`src/rtl/irq_coal_pkg.sv`:
```
package irq_coal_pkg;
    parameter int unsigned STAT_W    = 32;
    parameter int unsigned TMO_W     = 8;
    parameter int unsigned HIPRI_BIT = 31;
    parameter logic [TMO_W-1:0] TMO_RESET = 8'h40;

    typedef logic [STAT_W-1:0] stat_t;

    typedef enum logic [1:0] {
        SEL_STATUS = 2'd0,
        SEL_ENABLE = 2'd1,
        SEL_TMO    = 2'd2,
        SEL_MASKED = 2'd3
    } reg_sel_e;

    typedef struct packed {
        logic             irq;
        logic             busy;
        logic [TMO_W-1:0] cnt;
    } line_st_t;

    typedef struct packed {
        stat_t            enable;
        logic [TMO_W-1:0] tmo;
    } cfg_st_t;
endpackage

```
`src/rtl/irq_status_reg.sv`:
```
module irq_status_reg
    import irq_coal_pkg::*;
#(
    parameter int unsigned W = STAT_W
) (
    input  logic         clk,
    input  logic         rst_n,
    input  logic [W-1:0] set_i,
    input  logic [W-1:0] clr_i,
    output logic [W-1:0] status_o
);
    logic [W-1:0] bits_d, bits_q;

    for (genvar k = 0; k < W; k++) begin : g_bit
        always_comb begin
            if (set_i[k])
                bits_d[k] = 1'b1;
            else if (clr_i[k])
                bits_d[k] = 1'b0;
            else
                bits_d[k] = bits_q[k];
        end
    end

    always_ff @(posedge clk or negedge rst_n) begin
        if (!rst_n) bits_q <= '0;
        else        bits_q <= bits_d;
    end

    assign status_o = bits_q;

    // a set request always lands, even against a clear
    p_set_lands_r8: assert property (@(posedge clk) disable iff (!rst_n)
        (set_i != '0) |=> ((status_o & $past(set_i)) == $past(set_i)));

    // cleared bits without a competing set read as zero
    p_w1c_r1: assert property (@(posedge clk) disable iff (!rst_n)
        (clr_i != '0) |=> ((status_o & $past(clr_i & ~set_i)) == '0));
endmodule

```
`src/rtl/irq_line_timer.sv`:
```
module irq_line_timer
    import irq_coal_pkg::*;
#(
    parameter int unsigned TW = TMO_W
) (
    input  logic          clk,
    input  logic          rst_n,
    input  logic          pending_i,
    input  logic          bypass_i,
    input  logic          tick_i,
    input  logic [TW-1:0] timeout_i,
    output logic          irq_o
);
    localparam logic [TW-1:0] ONE = TW'(1);

    typedef struct packed {
        logic          irq;
        logic          busy;
        logic [TW-1:0] cnt;
    } st_t;

    st_t st_d, st_q;

    always_comb begin
        st_d = st_q;
        if (bypass_i) begin
            st_d.irq  = 1'b1;
            st_d.busy = 1'b0;
        end else if (st_q.irq) begin
            st_d.irq  = pending_i;
            st_d.busy = 1'b0;
        end else if (!pending_i) begin
            st_d.busy = 1'b0;
        end else if (timeout_i == '0) begin
            st_d.irq  = 1'b1;
            st_d.busy = 1'b0;
        end else if (!st_q.busy) begin
            st_d.busy = 1'b1;
            st_d.cnt  = timeout_i;
        end else if (tick_i) begin
            if (st_q.cnt == ONE) begin
                st_d.irq  = 1'b1;
                st_d.busy = 1'b0;
            end else begin
                st_d.cnt = st_q.cnt - ONE;
            end
        end
    end

    always_ff @(posedge clk or negedge rst_n) begin
        if (!rst_n) st_q <= '0;
        else        st_q <= st_d;
    end

    assign irq_o = st_q.irq;

    // bypass raises the line on the next edge
    p_bypass_r7: assert property (@(posedge clk) disable iff (!rst_n)
        bypass_i |=> irq_o);

    // line holds while anything enabled is pending
    p_hold_r6: assert property (@(posedge clk) disable iff (!rst_n)
        (irq_o && pending_i) |=> irq_o);

    // line falls once nothing enabled is pending
    p_drop_r6: assert property (@(posedge clk) disable iff (!rst_n)
        (irq_o && !pending_i && !bypass_i) |=> !irq_o);

    // zero timeout delivers immediately
    p_zero_tmo_r5: assert property (@(posedge clk) disable iff (!rst_n)
        (!irq_o && pending_i && timeout_i == '0) |=> irq_o);

    // no pending work means no rise without bypass
    p_no_spurious_r9: assert property (@(posedge clk) disable iff (!rst_n)
        (!irq_o && !pending_i && !bypass_i) |=> !irq_o);
endmodule

```
`src/rtl/irq_coalescer.sv`:
```
module irq_coalescer
    import irq_coal_pkg::*;
(
    input  logic        clk,
    input  logic        rst_n,
    input  logic [31:0] evt_i,
    input  logic        hipri_i,
    input  logic        tick_i,
    input  logic        wr_en_i,
    input  logic [1:0]  wr_sel_i,
    input  logic [31:0] wr_data_i,
    input  logic [1:0]  rd_sel_i,
    output logic [31:0] rd_data_o,
    output logic        irq_o
);
    localparam stat_t HIPRI_MASK = stat_t'(1) << HIPRI_BIT;

    cfg_st_t cfg_d, cfg_q;
    stat_t   status, set_req, clr_req, masked;
    logic    bypass;

    always_comb begin
        cfg_d = cfg_q;
        if (wr_en_i && wr_sel_i == SEL_ENABLE) cfg_d.enable = wr_data_i;
        if (wr_en_i && wr_sel_i == SEL_TMO)    cfg_d.tmo    = wr_data_i[TMO_W-1:0];
    end

    always_ff @(posedge clk or negedge rst_n) begin
        if (!rst_n) begin
            cfg_q.enable <= '0;
            cfg_q.tmo    <= TMO_RESET;
        end else begin
            cfg_q <= cfg_d;
        end
    end

    assign set_req = evt_i | (hipri_i ? HIPRI_MASK : '0);
    assign clr_req = (wr_en_i && wr_sel_i == SEL_STATUS) ? wr_data_i : '0;

    irq_status_reg #(.W(STAT_W)) u_status (
        .clk      (clk),
        .rst_n    (rst_n),
        .set_i    (set_req),
        .clr_i    (clr_req),
        .status_o (status)
    );

    assign masked = status & cfg_q.enable;
    assign bypass = hipri_i & cfg_q.enable[HIPRI_BIT];

    irq_line_timer #(.TW(TMO_W)) u_timer (
        .clk       (clk),
        .rst_n     (rst_n),
        .pending_i (masked != '0),
        .bypass_i  (bypass),
        .tick_i    (tick_i),
        .timeout_i (cfg_q.tmo),
        .irq_o     (irq_o)
    );

    always_comb begin
        unique case (reg_sel_e'(rd_sel_i))
            SEL_STATUS: rd_data_o = status;
            SEL_ENABLE: rd_data_o = cfg_q.enable;
            SEL_TMO:    rd_data_o = 32'(cfg_q.tmo);
            default:    rd_data_o = masked;
        endcase
    end

    // the line never rises from bits that are not enabled
    p_mask_r2: assert property (@(posedge clk) disable iff (!rst_n)
        (!irq_o && masked == '0 && !bypass) |=> !irq_o);

    // timeout register only moves on its own write
    p_tmo_stable_r4: assert property (@(posedge clk) disable iff (!rst_n)
        !(wr_en_i && wr_sel_i == SEL_TMO) |=> $stable(cfg_q.tmo));
endmodule

```
`config.mk`:
```
export PLATFORM = sky130hd
export DESIGN_NAME = irq_coalescer
export DESIGN_NICKNAME = d
export VERILOG_FILES = /design/src/rtl/irq_coal_pkg.sv /design/src/rtl/irq_status_reg.sv /design/src/rtl/irq_line_timer.sv /design/src/rtl/irq_coalescer.sv
export SDC_FILE = /design/constraint.sdc
export NUM_CORES = 1
export LEC_CHECK = 0
export CAP_MARGIN = 20
export CORE_MARGIN = 1.5
export CORE_UTILIZATION = 30
export DETAILED_ROUTE_END_ITERATION = 8
export PLACE_DENSITY = 0.6
export SYNTH_ARGS = -nofsm -noshare
export SYNTH_HDL_FRONTEND = slang
export SYNTH_SLANG_ARGS = --single-unit
```
`constraint.sdc`:
```
create_clock -name clk -period 2.15 [get_ports clk]
set_input_delay 0.5375 -clock clk [delete_from_list [all_inputs] [get_ports clk]]
set_output_delay 0.5375 -clock clk [all_outputs]
set_load 0.02 [all_outputs]
```
-- Word-level counts from Yosys, hierarchy flattened
Cells that the tools add are included.
- output and inout bits: 33
- bits of input ports: 73
- word-level logic and storage cells: 168
- bits in registers: 82
- mux-type cells: 77
- add/sub/neg operators: 1
- equality and inequality tests: 7
- bitwise gates (word level): 6
- reductions and logical operators: 40
- operator list (operator ; number):
    $pmux W32 S3 ; 1
    $mux W1 ; 67
    $mux W32 ; 2
    $reduce_bool A2 Y1 ; 32
    $and A32 B32 Y32 ; 1
    $or A32 B32 Y32 ; 1
    $reduce_bool A32 Y1 ; 1
    $mux W10 ; 1
    $mux W9 ; 1
    $eq A8 B1 Y1 const B ; 1
    $logic_not A8 Y1 ; 1
    $mux W2 ; 4
    $mux W8 ; 1
    $sub A8 B1 Y8 const B ; 1
    $reduce_and A6 Y1 ; 1
    $eq A2 B1 Y1 const B ; 2
    $eq A2 B2 Y1 const B ; 2
    $logic_not A2 Y1 ; 2
    $ne A2 B2 Y1 const B ; 2
    $logic_and A1 B1 Y1 ; 3
    $not A1 Y1 ; 3
    $and A1 B1 Y1 ; 1

-- Logic depth before layout (Yosys ltp)
Gate-level depths: netlist of run 1.
- depth in word-level cells: 8
- gate-level depth with buffers: 7
- depth with buffers taken out: 7

-- Hierarchy
A second synthesis of run 1 with hierarchy kept.
- cell total of the unflattened synthesis: 430
- area, all modules: 4314.1 um^2
- modules (own cells, without submodules) (module ; cells each ; area each (um^2) ; sequential area each (um^2) ; instances):
    irq_coalescer ; 262 ; 2501.1 ; 1002.2 ; 1
    irq_status_reg ; 96 ; 1161.1 ; 800.8 ; 1
    irq_line_timer ; 72 ; 651.9 ; 250.2 ; 1

-- Worst setup path before layout of run 1
No wires, ideal clock.
- path type: input to output
- start: input rd_sel_i[0]
- end: output rd_data_o[7]
- cell stages on the path: 4
- data arrival time: 1.598 ns
- data required time: 1.612 ns
- path buffers: 2
- path slack: 0.014 ns
- cell sequence: clkbuf_1 -> clkbuf_1 -> nor3_1 -> nor3_1
- longest elaborated chain between the ends: 2
- elaborated cells on any way between the ends: 4
- those cells by class: 2 x eq/ne; 1 x mux; 1 x reduce/logical
- RTL lines (element ; line ; RTL):
    from (decl) ; irq_coalescer.sv:12 ; input logic [1:0] rd_sel_i,
    $eq A2 B2 Y1 (tied with other cells) ; irq_coalescer.sv:62 ; unique case (reg_sel_e'(rd_sel_i))
    $pmux W32 S3 * ; irq_coalescer.sv:62 ;
    to (decl) ; irq_coalescer.sv:13 ; output logic [31:0] rd_data_o,
Every way passes the cells marked *; elsewhere a longest branch is shown, timed or not.

-- Final worst setup path of run 1
- start: input rd_sel_i[0]
- end: output rd_data_o[2]
The elaborated chain is that of the path after synthesis.

==> results by group, run 1 <==
Timing
  – Worst slew pin tran: 0.477 ns
  – Clock skew: 0.00619 ns
  – Crit share post-route: 99.3%
  – Final hold vios: 0
  – Tmin final: 2.14 ns
  – Fin. max-slew vios: 0
  – Peak Freq: 468 MHz
  – Slew margin rel.: 68.2%
  – Setup TNS: 0 ns
  – # setup viols final: 0

Yosys
  – Yosys top cell by area: dfrtp_1
  – Post-synth EDFFs: 0
  – Seq/Total Area, Yosys: 50.0%
  – Gate Count Post-Synth: 398
  – Synth top area share: 49.3%
  – Synth Register Bits: 82
  – Syn avg cell area: 10.3 um2
  – Syn. warnings: 0
  – Post-synth ARST share: 100%
  – Most frequent cell after synthesis: nand2_1
  – Mapped Area: 4110 um2
  – Main synth FF type: dfrtp_1
  – Post-synth cell types: 39
  – Synthesized Nets: 473
  – Top cells by count, synth: nand2_1 (85), dfrtp_1 (81), mux2_2 (40)
  – Top cells by area, synth: dfrtp_1 (49%), mux2_2 (11%), nand2_1 (7.8%)

Setup path
  – Worst path arrival time: 1.60 ns
  – CP endpoint: rd_data_o[2]
  – Worst r2r dst: u_timer.st_q[1]
  – Reg2reg path depth: 7
  – Crit end category: output port
  – Worst setup SP type: input pin
  – Reg2Reg Launch Point: u_status.status_o[17]
  – CP startpoint: rd_sel_i[0]
  – CP max FO: 14
  – Worst EP required: 1.61 ns
  – Reg2reg setup slack: 0.18 ns
  – Critical path class: in -> out

Global route
  – Pin count of the biggest net entering global routing: 35
  – First-pass GRT wire length: 20.2 mm
  – Gr ovfl total: 0
  – Vias in the first global route: 3786
  – Initial antenna violation count: 0
  – All-Layer GR Usage: 18.2%

Placed design
  – HPWL Detailed: 9.00 mm
  – Placed cell count: 689
  – Area after DPL: 5630 um2
  – IO buf count: 105
  – Placer Congestion: 0.898

Power
  – Peak supply drop: 0.311 mV
  – Design Power: 4.82 mW
  – Leakage: 2.45 nW
  – Pwr Density: 796 nW/um2

CTS
  – Clock Tree Buf Depth: 2
  – Insertion delay to the later sink of the worst-skew pair: 0.34 ns
  – TritonCTS clock tree: built
  – H-tree depth: 3
  – CTS Buf Count: 9
  – Clk sinks: 82
  – CTS clk-pin slew, worst paths: 0.06 ns
  – CTS Root Cell: clkbuf_16

Final layout
  – Layout Cells excl Fill: 712
  – # diodes: 0
  – Final Util: 45.5%
  – Share of cells above drive strength 1: 27.6%
  – Non-Filler Cell Area, Final: 6060 um2
  – Final net count: 607
  – Area delta synth->final: 47.4%

Route
  – Detailed Route Iter0 Violations: 150
  – Final wirelength: 12.5 mm
  – Via count: 3634
  – Vias per inst: 5.10
  – Drt drc: 0
  – DR pass1 iterations: 5
  – WL/cell: 17.6 um
  – ANT nets after route: 0

Floorplan
  – Top-level I/O count: 106
  – Row cnt: 42
  – Die X: 120 um
  – Die height: 120 um
  – Initial cell density of the core: 30.9%
  – Die area: 14400 um2
  – Core area: 13300 um2

Status
  – Status: completed

Job
  – # Max-Cap Violations: 0

Hold path
  – Hold crit path type: in -> async
==> through the flow <==
step / worst slack, ns / hold slack [ns]
floorplan: 0.0143 / 0.242
global placement: -0.699 / 0.493
detailed placement: -0.705 / 0.492
CTS: -0.0165 / 0.160
global route: -0.0362 / 0.186
finish: 0.0148 / 0.152
==> cell families (layout without fill, tap and decap cells) <==
| group | Yosys count | in the layout | synth area share (%) |
|---|---|---|---|
| flip-flops | 82 | 82 | 50.0 |
| AO/OA/AOI/OAI | 122 | 122 | 21.7 |
| AND/OR/NAND/NOR | 125 | 125 | 13.6 |
| XOR/XNOR | 1 | 1 | 0.213 |
| adder cells (fa/ha/maj) | 2 | 2 | 0.609 |
| buffers and inverters | 25 | 163 | 2.65 |
| multiplexers | 41 | 41 | 11.2 |
==> critical path: stages <==
cell             delay (ns)
clkdlybuf4s15_1        0.18
buf_6                  0.14
buf_12                 0.13
buf_8                  0.14
a211oi_1               0.22
a21oi_1                0.08
buf_2                  0.17
==> per-layer routing <==
metal,vias up,wire (um),track usage (%),share of wire [%]
li1,1729,-,-,-
met1,1769,5650,24.0,45
met2,118,5780,28.6,46
met3,18,876,4.75,7.0
met4,0,230,6.70,1.8
met5,-,0,0,0
==> cell type report <==
cell class                 instances  area, um2
clock buffer                       9        225
timing repair buffer             145       1450
sequential                        82       2050
multi-input combinational        291       2020
inverter                           3       11.3
tap                              176        220
fill                            1269       7240
clock inverter                     6       82.6
==> state kept, by name, summed over array words and instances (netlist names) <==
name / cells
cfg_q: 40
u_status.status_o: 32
u_timer.st_q: 9
u_timer.irq_o: 1
==> cells in the final DEF (no fill, tap or decap), types with 5 or more instances in the layout <==
cell / n
buf_6: 14
buf_2: 14
a22oi_1: 16
clkdlybuf4s50_1: 70
nor2b_1: 14
mux2_2: 40
a21o_1: 31
dfrtp_1: 81
nor3_1: 5
o211ai_1: 24
a21oi_1: 8
clkbuf_16: 9
nand2_1: 76
buf_12: 11
buf_4: 27
nor2_1: 5
o21ai_0: 8
nand2_2: 8
o31ai_1: 9
==> power breakdown <==
group	internal, mW	switching [mW]	total (mW)
sequential	1.78	0.239	2.01
combinational	0.631	0.541	1.17
clock	1.00	0.628	1.63
total	3.41	1.41	4.82
==> what timing repair did <==
action / in CTS / in global routing
endpoints found under the setup margin: 32 / 28
hold buffers: 0 / 0
pin swaps: 1 / 3
resized for setup: 155 / 22
cloned: 2 / 0
setup buffers: 6 / 1
==> how the worst min path moves through the flow <==
stage                          startpoint              end  slack, ns  cells after the start
after detailed placement  u_timer.st_q[6]  u_timer.st_q[6]       0.49                      2
final                               rst_n  u_timer.st_q[5]       0.15                      1
after global placement    u_timer.st_q[7]  u_timer.st_q[7]       0.49                      2
after global routing                rst_n        cfg_q[39]       0.19                      1
after CTS                           rst_n        cfg_q[39]       0.16                      1
after floorplan                     rst_n         cfg_q[0]       0.24                      0
(Power assumes the default switching activity.)
==> inputs of run 2 (changes only) <==
--- a/config.mk
+++ b/config.mk
@@ -7,9 +7,9 @@
 export LEC_CHECK = 0
 export CAP_MARGIN = 20
 export CORE_MARGIN = 1.5
-export CORE_UTILIZATION = 30
+export CORE_UTILIZATION = 46
 export DETAILED_ROUTE_END_ITERATION = 8
-export PLACE_DENSITY = 0.6
+export PLACE_DENSITY = 0.82
 export SYNTH_ARGS = -nofsm -noshare
 export SYNTH_HDL_FRONTEND = slang
 export SYNTH_SLANG_ARGS = --single-unit
==> run 2 against run 1 <==
Against the previous run:
- sequential share of layout area rose by 2.5 points
- highest routed layer unchanged
- count of clock-buffer cells in the layout increased by 1
- critical path type unchanged
- total power is 11% lower
- utilization increased by 19 points
- register-to-register slack lost 0.03 ns
- first-iteration DRC count up 18%
- clock power shrank 29%
- fmax grew 1.7%
- largest cell class unchanged
- final cell count shrank 10%
==> results by group, run 2 (same netlist as run 1, synthesis figures left out) <==
Floorplan
  – Top-level I/O count: 106 (unchanged)
  – Initial cell density of the core: 47.3% (+16 points)
  – Die area: 9510 um2 (-34%)
  – Die height: 97.5 um (-19%)
  – Die X: 97.5 um (-19%)
  – Core area: 8680 um2 (-35%)
  – Row cnt: 34 (-19%)

Final layout
  – Area of the multi-input gates: 1960 um2 (-2.7%)
  – Largest Register: cfg_q
  – Most frequent cells in the layout: nand2_1 (85), dfrtp_1 (81), clkdlybuf4s50_1 (70)
  – Layout Cells excl Fill: 638 (-10%)
  – Final net count: 600 (-1.2%)
  – Sequential Area: 2050 um2 (unchanged)
  – Share of cells above drive strength 1: 24.5% (-3.1 points)
  – Non-Filler Cell Area, Final: 5640 um2 (-6.9%)
  – Leading cell type in the layout, fill and taps excluded: nand2_1
  – Area delta synth->final: 37.3%
  – FILL cells: 708 (-44%)
  – # diodes: 0 (unchanged)
  – Max FFs per register: 40 (unchanged)
  – Final Util: 65.0% (+19 points)

Placed design
  – Placed cell count: 620 (-10%)
  – Area after DPL: 5490 um2 (-2.4%)
  – Dpl ws: -0.688 ns (+0.0171 ns)
  – Placer Congestion: 0.908 (+1.1%)
  – HPWL Detailed: 8.26 mm (-8.2%)
  – IO buf count: 105 (unchanged)

Global route
  – Gr ovfl total: 0 (unchanged)
  – Pin count of the biggest net entering global routing: 42 (+20%)
  – Initial antenna violation count: 0 (unchanged)
  – First-pass GRT wire length: 18.9 mm (-6.6%)
  – All-Layer GR Usage: 24.7% (+6.5 points)
  – Vias in the first global route: 3841 (+1.5%)

Setup path
  – Worst path cell trace: buf_2 -> buf_12 -> nor2_4 -> buf_4 -> nand2_1 -> nand2_1 -> clkdlybuf4s15_2
  – Slowest cell on crit path: clkdlybuf4s15_2
  – CP max FO: 16 (+2)
  – Worst EP required: 1.61 ns (about the same)
  – Critical path class: in -> out
  – Crit end category: output port
  – Cell mode on critical path: nand2_1
  – Worst r2r dst: u_timer.st_q[1]
  – Worst setup SP type: input pin
  – Max incr delay on CP: 0.26 ns (+0.04 ns)
  – Reg2Reg Launch Point: u_timer.st_q[4]
  – Reg2reg path depth: 7 (unchanged)
  – Reg2reg setup slack: 0.15 ns (-0.03 ns)
  – Worst path arrival time: 1.56 ns (-0.04 ns)

CTS
  – Clock Tree Buf Depth: 2 (unchanged)
  – CTS Root Cell: clkbuf_8
  – H-tree depth: 3 (unchanged)
  – CTS Buf Count: 9 (unchanged)
  – TritonCTS clock tree: built
  – CTS clk-pin slew, worst paths: 0.08 ns (+0.02 ns)
  – Insertion delay to the later sink of the worst-skew pair: 0.36 ns (+0.02 ns)
  – Clk sinks: 82 (unchanged)

Route
  – DR pass1 iterations: 5 (unchanged)
  – WL/cell: 18.1 um (+3.0%)
  – Drt drc: 0 (unchanged)
  – Vias per inst: 5.80 (+14%)
  – Via count: 3703 (+1.9%)
  – Detailed Route Iter0 Violations: 177 (+18%)
  – Final wirelength: 11.6 mm (-7.7%)
  – ANT nets after route: 0 (unchanged)

Timing
  – # setup viols final: 0 (unchanged)
  – Fin worst setup slack: 0.0508 ns (+0.0360 ns)
  – WHS: 0.0749 ns (-0.0767 ns)
  – Final hold vios: 0 (unchanged)
  – Setup TNS: 0 ns (unchanged)
  – Worst slew pin tran: 0.626 ns (+0.149 ns)
  – Peak Freq: 476 MHz (+1.7%)
  – Slew margin rel.: 58.2% (-9.9 points)
  – Unrepaired setup endpoints after global routing: no
  – Fin. max-slew vios: 0 (unchanged)
  – Crit share post-route: 97.6% (-1.7 points)
  – Tmin final: 2.10 ns (-0.0360 ns)
  – Clock skew: 0.00792 ns (+0.00172 ns)

Power
  – Pwr Density: 762 nW/um2 (-4.2%)
  – Leakage: 2.30 nW (-6.0%)
  – Peak supply drop: 0.381 mV (+23%)
  – Design Power: 4.30 mW (-11%)

Hold path
  – Hold crit path type: in -> async

Job
  – # Max-Cap Violations: 0 (unchanged)

Status
  – Status: completed
-- run 2: cell types whose count changed in the layout (fill, tap and decap cells not counted), moves of 6 or more --
cell,before,now
buf_12,11,5
buf_2,14,20
buf_6,14,2
clkbuf_16,9,0
clkbuf_8,0,10
clkdlybuf4s15_2,2,10
nand2_1,76,85
nand2_2,8,0
-- run 2: worst max-delay path by stage --
stage / startpoint / end / cells after the start
CTS: rd_sel_i[1] / rd_data_o[13] / 7
global placement: rd_sel_i[1] / rd_data_o[18] / 7
global route: rd_sel_i[1] / rd_data_o[19] / 7
floorplan: rd_sel_i[0] / rd_data_o[7] / 4
detailed placement: rd_sel_i[1] / rd_data_o[31] / 7
finish: rd_sel_i[1] / rd_data_o[16] / 7
-- run 2: what timing repair did --
item | in CTS | in global routing
setup buffers | 1 | 0
resized for setup | 125 | 8
endpoints found under the setup margin | 32 | 16
hold buffers | 0 | 0
pin swaps | 2 | 2
cloned | 1 | 0
-- run 2: layer usage --
| layer | GRT usage (%) | part of all wire, % | vias up | routed length [um] |
|---|---|---|---|---|
| met2 | 40.5 | 48 | 157 | 5610 |
| li1 | - | - | 1717 | - |
| met4 | 8.13 | 1.6 | 0 | 183 |
| met1 | 32.4 | 43 | 1808 | 4950 |
| met5 | 0 | 0 | - | 0 |
| met3 | 5.61 | 7.2 | 21 | 827 |
-- run 2: layout make-up --
class / instances / area share, %
well taps: 108 / 2.40
flip-flops and latches: 82 / 36.4
clock buffers: 10 / 2.44
inverters: 3 / 0.200
repair buffers: 138 / 22.6
clock inverters: 6 / 1.18
multi-input cells: 291 / 34.8
-- run 2: power breakdown --
group	switching [mW]	internal [mW]	leakage [nW]
combinational	0.538	0.604	1.32
sequential	0.226	1.77	0.888
clock	0.591	0.568	0.0945
total	1.35	2.94	2.30
-- run 2: critical path, delay by kind of cell --
| family | cells | cell delay, ns |
|---|---|---|
| and+or+nand+nor | 3 | 0.29 |
| buffers and inverters | 4 | 0.72 |
